===== src/rtl/dram_init_pkg.sv =====
package dram_init_pkg;

  // Command encoding on cmdOut
  typedef enum logic [1:0] {
    CMD_NOP = 2'b00,
    CMD_MRS = 2'b01,
    CMD_REF = 2'b10
  } cmd_e;

  // Strobes from the sequencing control to the output datapath
  typedef struct packed {
    logic mrsDummy;   // mode-register set, all-zero address
    logic mrsCfg;     // mode-register set carrying the configuration word
    logic refIssue;   // refresh of the next bank in order
    logic doneSet;    // initialization complete
  } strobe_t;

endpackage


===== src/rtl/dram_init_ctrl.sv =====
module dram_init_ctrl
  import dram_init_pkg::*;
#(
  parameter int PWRUP_CYCLES = 40_000_000,
  parameter int MRS_COUNT    = 10,
  parameter int MRS_SETTLE   = 2048,
  parameter int NUM_BANKS    = 8,
  parameter int REF_GAP      = 6,
  parameter int REF_BUDGET   = 6 * 2048
) (
  input  logic    clk,
  input  logic    rst,
  output strobe_t strobe
);

  localparam int SPAN_A   = (PWRUP_CYCLES > MRS_SETTLE) ? PWRUP_CYCLES : MRS_SETTLE;
  localparam int SPAN_B   = (REF_BUDGET > MRS_COUNT) ? REF_BUDGET : MRS_COUNT;
  localparam int MAX_SPAN = (SPAN_A > SPAN_B) ? SPAN_A : SPAN_B;
  localparam int CNT_W    = $clog2(MAX_SPAN + 1);
  localparam int GAP_W    = $clog2(REF_GAP + 1);
  localparam int REFN_W   = $clog2(NUM_BANKS + 1);

  typedef enum logic [2:0] {
    ST_PWRUP, ST_MRS, ST_SETTLE, ST_REF, ST_READY
  } state_e;

  state_e             state;
  logic [CNT_W-1:0]   phaseCnt;
  logic [GAP_W-1:0]   gapCnt;
  logic [REFN_W-1:0]  refsLeft;

  // Strobe decode: one cycle ahead of the registered outputs
  always_comb begin
    strobe = '0;
    unique case (state)
      ST_MRS: begin
        if (phaseCnt == CNT_W'(MRS_COUNT - 1)) strobe.mrsCfg = 1'b1;
        else                                   strobe.mrsDummy = 1'b1;
      end
      ST_REF:   strobe.refIssue = (gapCnt == '0) && (refsLeft != '0);
      ST_READY: strobe.doneSet = 1'b1;
      default: ;
    endcase
  end

  always_ff @(posedge clk) begin
    if (rst) begin
      state    <= ST_PWRUP;
      phaseCnt <= '0;
      gapCnt   <= '0;
      refsLeft <= REFN_W'(NUM_BANKS);
    end else begin
      unique case (state)
        ST_PWRUP: begin
          if (phaseCnt == CNT_W'(PWRUP_CYCLES - 1)) begin
            state    <= ST_MRS;
            phaseCnt <= '0;
          end else begin
            phaseCnt <= phaseCnt + 1'b1;
          end
        end
        ST_MRS: begin
          if (phaseCnt == CNT_W'(MRS_COUNT - 1)) begin
            state    <= ST_SETTLE;
            phaseCnt <= '0;
          end else begin
            phaseCnt <= phaseCnt + 1'b1;
          end
        end
        ST_SETTLE: begin
          // MRS_SETTLE-1 idle cycles, so the first refresh lands MRS_SETTLE after the last MRS
          if (phaseCnt == CNT_W'(MRS_SETTLE - 2)) begin
            state    <= ST_REF;
            phaseCnt <= '0;
            gapCnt   <= '0;
            refsLeft <= REFN_W'(NUM_BANKS);
          end else begin
            phaseCnt <= phaseCnt + 1'b1;
          end
        end
        ST_REF: begin
          if (strobe.refIssue) begin
            gapCnt   <= GAP_W'(REF_GAP - 1);
            refsLeft <= refsLeft - 1'b1;
          end else if (gapCnt != '0) begin
            gapCnt <= gapCnt - 1'b1;
          end
          if (phaseCnt == CNT_W'(REF_BUDGET - 1)) begin
            state    <= ST_READY;
            phaseCnt <= '0;
          end else begin
            phaseCnt <= phaseCnt + 1'b1;
          end
        end
        default: state <= ST_READY;
      endcase
    end
  end

endmodule


===== src/rtl/dram_init_dp.sv =====
module dram_init_dp
  import dram_init_pkg::*;
#(
  parameter int ADDR_W = 22,
  parameter int BA_W   = 3
) (
  input  logic              clk,
  input  logic              rst,
  input  strobe_t           strobe,
  input  logic [ADDR_W-1:0] cfgWord,
  output logic [1:0]        cmdOut,
  output logic [ADDR_W-1:0] addrOut,
  output logic [BA_W-1:0]   baOut,
  output logic              doneOut
);

  logic [BA_W-1:0] bankNext;

  always_ff @(posedge clk) begin
    if (rst) begin
      cmdOut   <= CMD_NOP;
      addrOut  <= '0;
      baOut    <= '0;
      doneOut  <= 1'b0;
      bankNext <= '0;
    end else begin
      cmdOut  <= CMD_NOP;
      addrOut <= '0;
      baOut   <= '0;
      if (strobe.mrsDummy) begin
        cmdOut <= CMD_MRS;
      end
      if (strobe.mrsCfg) begin
        cmdOut  <= CMD_MRS;
        addrOut <= cfgWord;
      end
      if (strobe.refIssue) begin
        cmdOut   <= CMD_REF;
        baOut    <= bankNext;
        bankNext <= bankNext + 1'b1;
      end
      if (strobe.doneSet) doneOut <= 1'b1;
    end
  end

endmodule


===== src/rtl/dram_init_seq.sv =====
module dram_init_seq
  import dram_init_pkg::*;
#(
  parameter int ADDR_W       = 22,
  parameter int PWRUP_CYCLES = 40_000_000,
  parameter int MRS_COUNT    = 10,
  parameter int MRS_SETTLE   = 2048,
  parameter int NUM_BANKS    = 8,
  parameter int REF_GAP      = 6,
  parameter int REF_BUDGET   = 6 * 2048,
  localparam int BA_W        = (NUM_BANKS > 1) ? $clog2(NUM_BANKS) : 1
) (
  input  logic              clk,
  input  logic              rst,
  input  logic [ADDR_W-1:0] cfgWord,
  output logic [1:0]        cmdOut,
  output logic [ADDR_W-1:0] addrOut,
  output logic [BA_W-1:0]   baOut,
  output logic              initDone
);

  strobe_t strobe;

  dram_init_ctrl #(
    .PWRUP_CYCLES(PWRUP_CYCLES),
    .MRS_COUNT   (MRS_COUNT),
    .MRS_SETTLE  (MRS_SETTLE),
    .NUM_BANKS   (NUM_BANKS),
    .REF_GAP     (REF_GAP),
    .REF_BUDGET  (REF_BUDGET)
  ) ctrl_i (
    .clk   (clk),
    .rst   (rst),
    .strobe(strobe)
  );

  dram_init_dp #(
    .ADDR_W(ADDR_W),
    .BA_W  (BA_W)
  ) dp_i (
    .clk    (clk),
    .rst    (rst),
    .strobe (strobe),
    .cfgWord(cfgWord),
    .cmdOut (cmdOut),
    .addrOut(addrOut),
    .baOut  (baOut),
    .doneOut(initDone)
  );

endmodule


===== config.mk =====
export PLATFORM = sky130hd
export DESIGN_NAME = dram_init_seq
export DESIGN_NICKNAME = d
export VERILOG_FILES = /design/src/rtl/dram_init_pkg.sv /design/src/rtl/dram_init_ctrl.sv /design/src/rtl/dram_init_dp.sv /design/src/rtl/dram_init_seq.sv
export SDC_FILE = /design/constraint.sdc
export NUM_CORES = 1
export LEC_CHECK = 0
export ABC_AREA = 1
export ABC_CLOCK_PERIOD_IN_PS = 1800
export BUFFER_PORTS_ARGS = -buffer_cell sky130_fd_sc_hd__buf_2
export CORE_MARGIN = 5
export CORE_UTILIZATION = 50
export CTS_CLUSTER_DIAMETER = 80
export CTS_CLUSTER_SIZE = 25
export DETAILED_ROUTE_END_ITERATION = 16
export GPL_TIMING_DRIVEN = 0
export PLACE_DENSITY = 0.71
export SLEW_MARGIN = 0
export SYNTH_ARGS = -nofsm -noshare
export SYNTH_HDL_FRONTEND = slang
export SYNTH_SLANG_ARGS = --single-unit

===== constraint.sdc =====
create_clock -name clk -period 1.8 [get_ports clk]
set_input_delay 0.09 -clock clk [delete_from_list [all_inputs] [get_ports clk]]
set_output_delay 0.09 -clock clk [all_outputs]
set_load 0.05 [all_outputs]

==> impl_metrics.yaml <==
detailed_routing:
  wl_um: 9690
  routed_via_density: 5.17
  drtAntennaViolNets: 0
  dr.first_iter.drc_count: 299
  drcViolationCount: 0
  first_pass_iters: 5
  vias: 3534
  wl_per_cell_um: 14.2
synthesis:
  syn_nets: 522
  synth-async-reset-ratio_pct: 0
  synth-edff-count: 0
  synth_top_flop_cell: "dfxtp_1"
  avgSynthCellArea_um2: 7.09
  synth_cells: 490
  yosys_warnings: 0
  netlist_area_um2: 3480
  yosysUniqueCellTypes: 40
  ys_seq_area_share_pct: 38.6
  synth_seq_cells: 67
worst_setup_path:
  required_ns: 2.06
  slowest_stage: "dfxtp_1"
  startpoint: "ctrl_i.phaseCnt[3]$_SDFFE_PP0P_"
  max_stage_delay_ns: 0.49
  path_buf_inv: 1
  cp.depth: 8
  reg2reg_depth: 8
  cp-end-kind: "flop"
  r2r-start: "ctrl_i.phaseCnt[3]$_SDFFE_PP0P_"
  start_kind: "flop"
  ff2ff_setup_slack_ns: 0.04
  path_delay_family: "simple AND/OR/NAND/NOR gates"
  r2r_end: "ctrl_i.phaseCnt[17]$_SDFFE_PP0P_"
  path_cells: "inv_1, nor2_4, nand2_2, nor3_4, nand3_1, xor2_1, nor2_1, and2_4"
  path_max_fanout: 6
  crit_type: "flop to flop"
  cp-endpoint: "ctrl_i.phaseCnt[17]$_SDFFE_PP0P_"
  arrival_ns: 2.02
run:
  drv_cap: 0
clock_network:
  clkSlewWorstSetupHoldPaths_ns: 0.09
  cts_buffers: 9
  clk_path_buf_depth: 2
  cts_num_sinks: 67
  htree_levels: 3
  clkLatencyLatePin_ns: 0.36
  cts_tree: "done"
  clock-root-buffer: "clkbuf_8"
floorplanning:
  num_rows: 30
  io_pins: 52
  start_util_pct: 51.2
  die_h_um: 93.4
  dieArea_um2: 8720
  dieWidth_um: 93.4
  fp.coreArea_um2: 6790
global_routing:
  grt_pass1_wl_um: 15200
  grt_pass1_vias: 3217
  grt_overflow: 0
  grt_start_max_net_pins: 15
  grt.total_usage_pct: 22.2
  antenna_found_initial: 0
power_and_ir_drop:
  p_leak_nw: 2.03
  fin_total_pwr_w: 0.00296
  power.density_nw_per_um2: 653
  max-vdd-ir-drop_mv: 0.342
placed_design:
  portBuffers: 50
  dpl_cell_area_um2: 3850
  post-dp-hpwl_um: 6650
  gp_congestion: 0.943
final_layout:
  area_growth_pct: 30.2
  nets: 613
  final_common_cell: "nand2_1"
  stdcell_area_um2: 4520
  nFillCells: 579
  mostFrequentLayoutCells: "nand2_1 (78), nor2_1 (77), inv_1 (66), dfxtp_1 (55), buf_2 (54)"
  layout-drive-gt1-share_pct: 26.3
  utilization_pct: 66.6
timing:
  max_freq_mhz: 568
  skew_ns: 0.0126
  slew_headroom_pct: 60.0
  fin_crit_sh_pct: 97.8
  min_period_ns: 1.76
  hold_violations: 0
  setup_viol: 0
  tightest_slew_ns: 0.600
  maxSlewViolCount: 0
  rsz0062_at_grt: "true"
min_path:
  hp-class: "input pin to flop"
status:
  status: "finished, final reports clean"
[layer usage]
layer | routed length, um | GRT usage [%] | up-vias
met5 | 0 | 0 | -
met4 | 289 | 11.0 | 0
met3 | 515 | 5.23 | 31
li1 | - | - | 1758
met2 | 4910 | 37.4 | 124
met1 | 3980 | 26.3 | 1621
[stage by stage]
| stage | hold WS, ns | TNS, ns | instances | worst slack [ns] |
|---|---|---|---|---|
| after floorplan | 0.202 | 0 | 490 | 0.113 |
| after global placement | 0.303 | -2.94 | 636 | -0.218 |
| after detailed placement | 0.309 | -3.42 | 636 | -0.233 |
| after CTS | 0.0252 | 0 | 677 | 0.00641 |
| after global routing | 0.0309 | -0.0637 | 682 | -0.0327 |
| final | 0.0246 | 0 | 684 | 0.0399 |
[synth_stat cells (3+ instances only)]
library cell	count	area (um2)
nand3_1	39	195
nor3_1	11	55.1
nand2_1	83	312
xor2_1	7	61.3
ha_1	8	100
nand2_4	3	33.8
dfxtp_1	67	1340
inv_1	69	259
a21oi_2	11	96.3
nor2_1	83	312
a211oi_1	5	37.5
clkbuf_1	9	33.8
buf_2	3	15.0
nand2_2	5	31.3
o21ai_0	10	50.1
or2_2	3	18.8
nand4_1	16	100
nand3_2	4	40.0
nor3b_1	3	22.5
a21oi_1	23	115
nor4_1	3	18.8
[worst reg2reg max path, stage by stage (launching register included)]
cell     delay, ns
dfxtp_1       0.49
inv_1         0.14
nor2_4        0.16
nand2_2       0.14
nor3_4        0.25
nand3_1       0.13
xor2_1        0.14
nor2_1        0.05
and2_4        0.15
[kinds of logic after synthesis]
family | share of synthesized area, %
xor gates and xnor gates | 1.76
adders and majority gates | 2.88
and+or+nand+nor | 37.2
AOI/OAI and AO/OA | 10.2
buffers and inverters | 9.39
DFF | 38.6
[report_power, final]
group / leakage (nW) / internal (W) / switching [W]
Sequential: 0.546 / 0.00149 / 0.0000133
Clock: 0.102 / 0.000663 / 0.000663
Combinational: 1.38 / 0.0000709 / 0.0000586
Total: 2.03 / 0.00222 / 0.000735
[state kept, by name, indices dropped and copies added, names as in the netlist]
name,count
ctrl_i.phaseCnt,26
ctrl_i.refsLeft,4
dp_i.baOut,3
dp_i.bankNext,3
ctrl_i.gapCnt,3
dp_i.cmdOut,2
ctrl_i.state,3
dp_i.doneOut,1
dp_i.addrOut,22
[timing repair]
item / 4_1_cts / 5_1_grt
hold buffers: 22 / 0
buffers inserted: 3 / 4
hold endpoints to repair: 22 / 0
cloned: 0 / 1
pin swaps: 2 / 16
setup endpoints to repair: 47 / 54
resized for setup: 9 / 57
[how the worst min path moves through the flow]
stage | start | end | slack, ns | cells after the start
floorplan | cfgWord[0] | dp_i.addrOut[0]$_SDFF_PP0_ | 0.20 | 2
detailed placement | cfgWord[5] | dp_i.addrOut[5]$_SDFF_PP0_ | 0.31 | 3
CTS | rst | ctrl_i.gapCnt[2]$_SDFFE_PP0P_ | 0.03 | 2
finish | rst | ctrl_i.gapCnt[1]$_SDFFE_PP0P_ | 0.02 | 2
global route | rst | ctrl_i.gapCnt[2]$_SDFFE_PP0P_ | 0.03 | 2
global placement | cfgWord[5] | dp_i.addrOut[5]$_SDFF_PP0_ | 0.30 | 3
[cell type report]
class | count | area (um2) | area share [%]
Antenna cell | 2 | 5.00 | 0.111
Buffer | 14 | 86.3 | 1.91
Clock buffer | 9 | 124 | 2.74
Clock inverter | 7 | 83.8 | 1.85
Inverter | 70 | 270 | 5.97
Multi-Input combinational cell | 339 | 1930 | 42.7
Sequential cell | 67 | 1360 | 30.1
Tap cell | 96 | 120 | 2.65
Timing Repair Buffer | 80 | 541 | 11.9
No activity file was read; power rests on OpenSTA's default activity.
